[src/rtl/icache_pkg.sv]
package icache_pkg;

  // Miss-service sequencer states
  typedef enum logic [1:0] {
    MC_IDLE = 2'd0,   // lookups accepted
    MC_REQ  = 2'd1,   // refill request on the port
    MC_WAIT = 2'd2    // waiting for the line
  } mc_state_t;

endpackage

[src/rtl/icache_tag_store.sv]
module icache_tag_store #(
  parameter int LINES = 8,
  parameter int TAG_W = 25,
  localparam int IDX_W = $clog2(LINES)
) (
  input  logic             clk,
  input  logic             rst,
  input  logic             flush,
  input  logic [IDX_W-1:0] rd_idx,
  input  logic [TAG_W-1:0] rd_tag,
  output logic             hit,
  input  logic             wr_en,
  input  logic [IDX_W-1:0] wr_idx,
  input  logic [TAG_W-1:0] wr_tag
);

  logic [LINES-1:0] vld;
  logic [TAG_W-1:0] tags [LINES];

  // One valid bit per line; flush has priority over a fill in the same cycle
  for (genvar g = 0; g < LINES; g++) begin : g_vld
    always_ff @(posedge clk) begin
      if (rst || flush)
        vld[g] <= 1'b0;
      else if (wr_en && (wr_idx == IDX_W'(g)))
        vld[g] <= 1'b1;
    end
  end

  always_ff @(posedge clk) begin
    if (wr_en)
      tags[wr_idx] <= wr_tag;
  end

  assign hit = vld[rd_idx] && (tags[rd_idx] == rd_tag);

endmodule

[src/rtl/icache_line_store.sv]
module icache_line_store #(
  parameter int LINES  = 8,
  parameter int LINE_W = 128,
  localparam int IDX_W = $clog2(LINES)
) (
  input  logic              clk,
  input  logic              wr_en,
  input  logic [IDX_W-1:0]  wr_idx,
  input  logic [LINE_W-1:0] wr_line,
  input  logic              rd_en,
  input  logic [IDX_W-1:0]  rd_idx,
  output logic [LINE_W-1:0] rd_line
);

  logic [LINE_W-1:0] mem [LINES];

  // Simple dual-port RAM: full-line write, registered full-line read
  always_ff @(posedge clk) begin
    if (wr_en)
      mem[wr_idx] <= wr_line;
  end

  always_ff @(posedge clk) begin
    if (rd_en)
      rd_line <= mem[rd_idx];
  end

endmodule

[src/rtl/icache_miss_ctl.sv]
module icache_miss_ctl
  import icache_pkg::*;
#(
  parameter int ADDR_W = 32,
  parameter int BYTE_W = 2,
  parameter int WSEL_W = 2,
  parameter int IDX_W  = 3,
  localparam int OFF_W = BYTE_W + WSEL_W,
  localparam int TAG_W = ADDR_W - OFF_W - IDX_W,
  localparam int WA_W  = ADDR_W - BYTE_W
) (
  input  logic              clk,
  input  logic              rst,
  input  logic              lookup,
  input  logic              hit,
  input  logic [WA_W-1:0]   lookup_waddr,
  input  logic              refill_valid,
  output logic              stall,
  output logic              refill_req,
  output logic [ADDR_W-1:0] refill_addr,
  output logic              fill,
  output logic [IDX_W-1:0]  fill_idx,
  output logic [TAG_W-1:0]  fill_tag,
  output logic [WSEL_W-1:0] fill_wsel
);

  mc_state_t st, st_nx;
  logic [WA_W-1:0] miss_q;
  logic            miss_now;

  assign miss_now = (st == MC_IDLE) && lookup && !hit;

  always_comb begin
    st_nx = st;
    case (st)
      MC_IDLE: if (miss_now)     st_nx = MC_REQ;
      MC_REQ:                    st_nx = MC_WAIT;
      MC_WAIT: if (refill_valid) st_nx = MC_IDLE;
      default:                   st_nx = MC_IDLE;
    endcase
  end

  always_ff @(posedge clk) begin
    if (rst)
      st <= MC_IDLE;
    else
      st <= st_nx;
  end

  always_ff @(posedge clk) begin
    if (miss_now)
      miss_q <= lookup_waddr;
  end

  assign stall       = miss_now || (st != MC_IDLE);
  assign refill_req  = (st == MC_REQ);
  assign refill_addr = {miss_q[WA_W-1:WSEL_W], {OFF_W{1'b0}}};
  assign fill        = (st == MC_WAIT) && refill_valid;
  assign fill_wsel   = miss_q[WSEL_W-1:0];
  assign fill_idx    = miss_q[WSEL_W +: IDX_W];
  assign fill_tag    = miss_q[WA_W-1 -: TAG_W];

endmodule

[src/rtl/fetch_icache.sv]
module fetch_icache
  import icache_pkg::*;
#(
  parameter int ADDR_W     = 32,
  parameter int WORD_W     = 32,
  parameter int LINES      = 8,
  parameter int LINE_WORDS = 4
) (
  input  logic                         clk,
  input  logic                         rst,
  input  logic                         fetch_valid,
  input  logic [ADDR_W-1:0]            fetch_addr,
  input  logic                         kill,
  input  logic                         flush,
  output logic                         stall,
  output logic                         inst_valid,
  output logic [WORD_W-1:0]            inst_word,
  output logic                         refill_req,
  output logic [ADDR_W-1:0]            refill_addr,
  input  logic                         refill_valid,
  input  logic [LINE_WORDS*WORD_W-1:0] refill_line
);

  localparam int BYTE_W = $clog2(WORD_W / 8);
  localparam int WSEL_W = $clog2(LINE_WORDS);
  localparam int OFF_W  = BYTE_W + WSEL_W;
  localparam int IDX_W  = $clog2(LINES);
  localparam int TAG_W  = ADDR_W - OFF_W - IDX_W;
  localparam int LINE_W = LINE_WORDS * WORD_W;

  // Stage 1 address fields
  logic [IDX_W-1:0]  f_idx;
  logic [TAG_W-1:0]  f_tag;
  logic [WSEL_W-1:0] f_wsel;
  logic              unused_byte_bits;

  assign f_idx            = fetch_addr[OFF_W +: IDX_W];
  assign f_tag            = fetch_addr[ADDR_W-1 -: TAG_W];
  assign f_wsel           = fetch_addr[BYTE_W +: WSEL_W];
  assign unused_byte_bits = ^fetch_addr[BYTE_W-1:0];

  logic              tag_hit;
  logic              fill;
  logic [IDX_W-1:0]  fill_idx;
  logic [TAG_W-1:0]  fill_tag;
  logic [WSEL_W-1:0] fill_wsel;
  logic              advance;
  logic [LINE_W-1:0] rd_line;

  icache_tag_store #(.LINES(LINES), .TAG_W(TAG_W)) u_tags (
    .clk    (clk),
    .rst    (rst),
    .flush  (flush),
    .rd_idx (f_idx),
    .rd_tag (f_tag),
    .hit    (tag_hit),
    .wr_en  (fill),
    .wr_idx (fill_idx),
    .wr_tag (fill_tag)
  );

  icache_miss_ctl #(
    .ADDR_W (ADDR_W),
    .BYTE_W (BYTE_W),
    .WSEL_W (WSEL_W),
    .IDX_W  (IDX_W)
  ) u_ctl (
    .clk          (clk),
    .rst          (rst),
    .lookup       (fetch_valid),
    .hit          (tag_hit),
    .lookup_waddr (fetch_addr[ADDR_W-1:BYTE_W]),
    .refill_valid (refill_valid),
    .stall        (stall),
    .refill_req   (refill_req),
    .refill_addr  (refill_addr),
    .fill         (fill),
    .fill_idx     (fill_idx),
    .fill_tag     (fill_tag),
    .fill_wsel    (fill_wsel)
  );

  // A hit leaves stage 1 whenever a fetch is presented and nothing stalls
  assign advance = fetch_valid && !stall;

  icache_line_store #(.LINES(LINES), .LINE_W(LINE_W)) u_data (
    .clk     (clk),
    .wr_en   (fill),
    .wr_idx  (fill_idx),
    .wr_line (refill_line),
    .rd_en   (advance),
    .rd_idx  (f_idx),
    .rd_line (rd_line)
  );

  // Word views of the incoming and the stored line
  logic [WORD_W-1:0] refill_words [LINE_WORDS];
  logic [WORD_W-1:0] stored_words [LINE_WORDS];

  for (genvar g = 0; g < LINE_WORDS; g++) begin : g_words
    assign refill_words[g] = refill_line[g*WORD_W +: WORD_W];
    assign stored_words[g] = rd_line[g*WORD_W +: WORD_W];
  end

  // Stage 2: registered valid, word select and refill bypass
  logic              s2_valid;
  logic              use_byp;
  logic [WORD_W-1:0] byp_word;
  logic [WSEL_W-1:0] wsel_q;

  always_ff @(posedge clk) begin
    if (rst) begin
      s2_valid <= 1'b0;
      use_byp  <= 1'b0;
    end else begin
      s2_valid <= fill || advance;
      use_byp  <= fill;
    end
    if (fill)
      byp_word <= refill_words[fill_wsel];
    if (advance)
      wsel_q <= f_wsel;
  end

  assign inst_word  = use_byp ? byp_word : stored_words[wsel_q];
  assign inst_valid = s2_valid && !kill;

endmodule

[config.mk]
export PLATFORM = sky130hd
export DESIGN_NAME = fetch_icache
export DESIGN_NICKNAME = d
export VERILOG_FILES = /design/src/rtl/icache_pkg.sv /design/src/rtl/icache_tag_store.sv /design/src/rtl/icache_line_store.sv /design/src/rtl/icache_miss_ctl.sv /design/src/rtl/fetch_icache.sv
export SDC_FILE = /design/constraint.sdc
export NUM_CORES = 1
export LEC_CHECK = 0
export BUFFER_PORTS_ARGS = -buffer_cell sky130_fd_sc_hd__buf_2
export CAP_MARGIN = 20
export CORE_MARGIN = 10
export CORE_UTILIZATION = 55
export CTS_BUF_LIST = sky130_fd_sc_hd__clkbuf_4 sky130_fd_sc_hd__clkbuf_8 sky130_fd_sc_hd__clkbuf_16
export DETAILED_ROUTE_END_ITERATION = 12
export GPL_TIMING_DRIVEN = 1
export PLACE_DENSITY = 0.75
export RECOVER_POWER = 100
export SYNTH_ARGS = -nofsm -noshare
export SYNTH_HDL_FRONTEND = slang
export SYNTH_SLANG_ARGS = --single-unit
[constraint.sdc]
create_clock -name clk -period 13.5 [get_ports clk]
set_input_delay 0.675 -clock clk [delete_from_list [all_inputs] [get_ports clk]]
set_output_delay 0.675 -clock clk [all_outputs]
set_load 0.01 [all_outputs]
======== Word-level counts from Yosys, hierarchy flattened ========
Memories as Yosys holds them, arrays and structs flattened. A register that Yosys moved wholly into a read port is not among the register bits.
Index checks and enable logic that the tools add are counted.
word-level totals
  flip-flop bits (word level) ............. 76
  bits in writable memories ............... 1224
  memories kept ........................... 2
operators by class
  $lt $le $gt $ge ......................... 3
  equal/unequal tests ..................... 12
  muxes and demuxes ....................... 14
  bitwise operators ....................... 2
  reduce and logical (&&, ||, !) cells .... 24
memories
  name         depth  width  read ports  clocked after memory_dff  write ports  RTL line                 RTL
  u_data.mem   8      128    1           1                         1            icache_line_store.sv:15  logic [LINE_W-1:0] mem [LINES];
  u_tags.tags  8      25     1           0                         1            icache_tag_store.sv:18   logic [TAG_W-1:0] tags [LINES];
operators with widths
  operator                                                     number
  2-to-1 mux 32 bit                                            5
  binary-select mux 32 bit (select 2 bit)                      2
  == test 25 bit                                               1
  logical AND 1 bit                                            14
  == test 3 bit (second input constant)                        4
  == test 3 x 2 -> 1 bit (second input constant)               2
  greater-or-equal comparator 3 bit (second input constant)    2
  NOT 2 -> 3 bit                                               2
  one-hot mux 2 bit (3 select lines)                           1
  less-than comparator 3 x 4 -> 1 bit (second input constant)  1
  2-to-1 mux 2 bit                                             2
  binary-select mux 1 bit (select 3 bit)                       1
  == test 3 x 1 -> 1 bit (second input constant)               1
  logical NOT 1 bit                                            3
  logical NOT 3 bit                                            1
  logical OR 1 bit                                             3
  2-to-1 mux 1 bit                                             3
  == test 2 x 1 -> 1 bit (second input constant)               1
  == test 2 bit (second input constant)                        1
  logical NOT 2 bit                                            1
  != test 2 x 1 -> 1 bit (second input constant)               1
  != test 2 bit (second input constant)                        1
  AND reduction 2 bit                                          1
  nonzero test 2 bit                                           1

======== Logic depth before layout (Yosys ltp) ========
  depth after elaboration ................. 9
  gate-level depth with buffers ........... 10

======== Modules after synthesis ========
Synthesis repeated with hierarchy kept, for this count alone.
second synthesis, totals
  cells, all modules ...................... 2377
  area, all modules ....................... 55602.1 um^2
modules (own cells, without submodules)
  module             times used  cells each  area an instance (um^2)
  icache_line_store  1           1620        42836.1
  icache_tag_store   1           420         8237.9
  fetch_icache       1           263         3283.1
  icache_miss_ctl    1           74          1244.9

======== Least setup slack after synthesis ========
Ideal clock, no wire load.
  path kind ............................... input to register
  from .................................... input refill_valid
  to ...................................... memory u_data.mem[4][0], enable pin
  setup time .............................. 854 ps
  data arrival time ....................... 12108 ps
  setup slack ............................. 538 ps
  cell stages on the path ................. 4
  buffers on the path ..................... 0
  path through ............................ nand3b_1 inv_1 nand2_1 nor3_1
between the ends
  word-level cells in the longest chain between the ends .. 3
RTL lines
  element                                 RTL line                 RTL
  from (decl)                             fetch_icache.sv:20       input logic refill_valid,
  logical AND 1 bit                       icache_miss_ctl.sv:58    assign fill = (st == MC_WAIT) && refill_valid;
  named net fill                          fetch_icache.sv:43       logic fill;
  2-to-1 mux 1 bit                        icache_line_store.sv:19  if (wr_en)
  2-to-1 mux 1 bit (implied by the code)  icache_line_store.sv:20  mem[wr_idx] <= wr_line;
  to (decl)                               icache_line_store.sv:15
The timed path passes the listed nets, and every way through them passes these cells.

======== Worst setup path in the final report ========
  from .................................... register u_ctl.st[1]
  to ...................................... memory u_data.mem[5][62], enable pin
between the ends
  word-level cells in the longest chain between the ends .. 4
RTL lines
  element                                 RTL line                 RTL
  from (decl)                             icache_miss_ctl.sv:27    mc_state_t st, st_nx;
  from (signal assigned)                  icache_miss_ctl.sv:47    st <= st_nx;
  == test 2 bit                           icache_miss_ctl.sv:58
  logical AND 1 bit                       icache_miss_ctl.sv:58
  named net fill                          fetch_icache.sv:43
  2-to-1 mux 1 bit                        icache_line_store.sv:19
  2-to-1 mux 1 bit (implied by the code)  icache_line_store.sv:20
The timed path passes the listed nets, and every way through them passes these cells.

==> out/qor.yml <==
outcome:
  status: "finished with violations"
  violations: "max-capacitance violations, max-slew violations"
setup_path:
  path_max_fanout: 104
  critPathLaunchType: "flip-flop"
  setup.worst_path.end_class: "flip-flop"
  critPathSlowestCell: "clkbuf_1"
  worstPathArrival_ns: 9.37
  cpPeakStageDelay_ns: 5.67
  cp.required_ns: 13.86
  crit_chain: "nand3b_1, inv_1, nand2_1, nor2_1, clkbuf_1, buf_4"
  path_class: "reg2reg"
clock_tree:
  htreeDepth: 4
  cts_sinks: 1428
  clk_pin_slew_ns: 0.06
  cts_tree: "built"
  cts-hold-fix-buffers: 0
  post-cts-setup-buffer-count: 0
  cts-root-buf: "clkbuf_16"
  clockBufferDepth: 3
  cts_buffers: 143
  post_cts_resized: 0
  insertion_delay_ns: 0.75
power_and_ir_drop:
  peakVddDrop_uv: 100
  p_per_area_nw_per_um2: 149
  p_seq_share_pct: 54.1
  comb_power_share_pct: 3.9
  switching_share_pct: 19.9
  p_switching_w: 0.00182
  internal_power_w: 0.00729
  power_leakage_nw: 19.0
  p_clk_share_pct: 42.0
global_route:
  grt_usage_pct: 21.3
  grt_max_degree: 120
  gr-total-overflow: 0
  grt_pass1_vias: 26500
  grt_pass1_wl_um: 175000
  antenna_found_initial: 14
timing:
  fmax_mhz: 111
  max-slew-margin-rel_pct: -450
  hold_viol: 0
  skew_ns: 0.0288
  setup_viol: 0
  slew_violations: 1059
  final.setup.tns_ns: 0
  fin_crit_sh_pct: 66.7
  layout_min_cycle_time_ns: 9.01
  worst_pin_slew_ns: 8.24
  whs_ns: 0.132
  rsz0062_at_grt: "no"
cells_and_area:
  final_cell_count_no_fill: 3915
  layout_common_cells: "edfxtp_1 (1416), mux4_2 (360), clkbuf_1 (224), clkbuf_16 (147), mux2_2 (141)"
  drive_gt1_share_pct: 29.7
  area_growth_syn_to_layout_pct: 12.7
  regArea_um2: 42800
  fill_cells: 6532
  nNetsFinal: 2674
  multi_input_area_um2: 11000
  layout_commonest_cell: "edfxtp_1"
drt:
  drc_errors: 0
  drt_iter0_drc: 2799
  num_vias: 24500
  drtPass1Iterations: 5
  ant_nets: 0
  vias_per_cell: 6.26
  wl_um: 117000
  avgRoutedWirePerCell_um: 30.0
placed_design:
  globalplace.congestion: 0.712
  placedCellCount: 3648
  hpwl_um: 58800
  io_buffers: 226
yosys:
  ys_warn_count: 0
  synth_edf_count: 1416
  synth.distinct_cells: 40
  netlist_instances: 2202
  syn-mean-instance-area_um2: 24.7
  synthFlopType: "edfxtp_1"
  seq_area_frac_synth_pct: 78.7
  ys_ff_latch: 1428
  syn_area_um2: 54300
  async_flop_share_pct: 0
hold_path:
  hold_path_class: "in2reg"
job:
  maxCapViolations: 20
floorplan:
  dieArea_um2: 112000
  fp.dieW_um: 334
  coreArea_um2: 98100
  ios: 233
  rows: 115
  start_util_pct: 55.4
  die_h_um: 334
[sequential cells by signal (all words and copies together) (netlist names)]
signal	cells
u_data.mem	1024
u_tags.tags	200
u_data.rd_line	128
byp_word	32
u_ctl.miss_q	30
u_tags.vld	8
u_ctl.st	2
wsel_q	2
s2_valid	1
use_byp	1
[critical path: cells and delay by family, from the launching register on]
family	cells	cell delay, ns
buf+inv	3	7.15
simple gates	3	0.80
flops	1	0.41
[metrics by stage]
stage | instance area (µm²) | setup slack, ns | util (%) | total power, W
6_report | 61200 | 4.49 | 62.4 | 0.00910
5_1_grt | 61200 | 3.93 | 62.4 | 0.00938
4_1_cts | 61600 | 7.65 | 62.8 | 0.00917
3_5_place_dp | 57000 | 6.88 | 58.1 | 0.00537
3_3_place_gp | 57000 | 6.95 | 58.1 | 0.00536
2_1_floorplan | 54300 | 0.538 | - | 0.00524
[path summary, 6_finish.rpt]
kind / from / endpoint / slack [ns] / cells after the start
max: u_ctl.st[1] / u_data.mem[5][62] / 4.49 / 6
min: rst / use_byp / 0.13 / 2
max reg2reg: u_ctl.st[1] / u_data.mem[5][62] / 4.49 / 6
min reg2reg: u_tags.vld[7] / u_tags.vld[7] / 0.47 / 1
[Yosys cell counts, types with 2 or more instances]
cell / count / area share, %
and3_1: 2 / 0.023
o21a_1: 8 / 0.11
a22oi_1: 8 / 0.11
mux4_2: 360 / 15
clkbuf_1: 35 / 0.24
a21oi_1: 2 / 0.018
buf_4: 9 / 0.12
mux2i_1: 39 / 0.72
nand2b_1: 5 / 0.058
buf_2: 49 / 0.45
nand4_1: 2 / 0.023
xor2_1: 13 / 0.21
nand2_1: 9 / 0.062
buf_6: 3 / 0.062
nor4_2: 2 / 0.046
nor2_1: 14 / 0.097
mux4_1: 2 / 0.097
xnor2_1: 8 / 0.13
mux2_2: 160 / 3.3
o2111ai_1: 2 / 0.032
nor3_1: 3 / 0.028
nor2b_1: 8 / 0.092
nand3_1: 5 / 0.046
edfxtp_1: 1416 / 78
buf_1: 12 / 0.083
dfxtp_1: 12 / 0.44
[metal layers]
metal / part of all wire (%) / up-vias / GRT usage [%]
li1: - / 10100 / -
met1: 39 / 13300 / 28.3
met2: 52 / 949 / 35.7
met3: 7.2 / 183 / 4.31
met4: 1.9 / 18 / 5.70
met5: 0.079 / - / 0
[power groups by stage]
| stage | Combinational, W | Clock [W] | Sequential [W] |
|---|---|---|---|
| finish | 0.000358 | 0.00382 | 0.00492 |
| global route | 0.000387 | 0.00407 | 0.00492 |
| CTS | 0.000363 | 0.00389 | 0.00492 |
| detailed placement | 0.000359 | 0 | 0.00502 |
| global placement | 0.000345 | 0 | 0.00501 |
| floorplan | 0.000221 | 0 | 0.00502 |
[logic make-up (layout without fill, tap and decap cells)]
| family | after synthesis | in the layout | share of synthesized area (%) |
|---|---|---|---|
| xor gates and xnor gates | 21 | 21 | 0.339 |
| buffers and inverters | 110 | 526 | 1.01 |
| DFF | 1428 | 1428 | 78.7 |
| and+or+nand+nor | 56 | 56 | 0.553 |
| AOI/OAI and AO/OA | 25 | 25 | 0.334 |
| muxes | 561 | 561 | 19.1 |
| other | 1 | 11 | 0.00690 |
[layout make-up]
| class | count | share of cell area [%] |
|---|---|---|
| clock inverters | 75 | 1.03 |
| flip-flops and latches | 1428 | 69.8 |
| multi-input cells | 667 | 18.0 |
| diodes | 7 | 0.0286 |
| clock buffers | 183 | 6.45 |
| inverters | 1 | 0.00613 |
| repair buffers | 267 | 2.00 |
| well taps | 1287 | 2.63 |
Note: power is estimated with default switching activity, not from simulation.
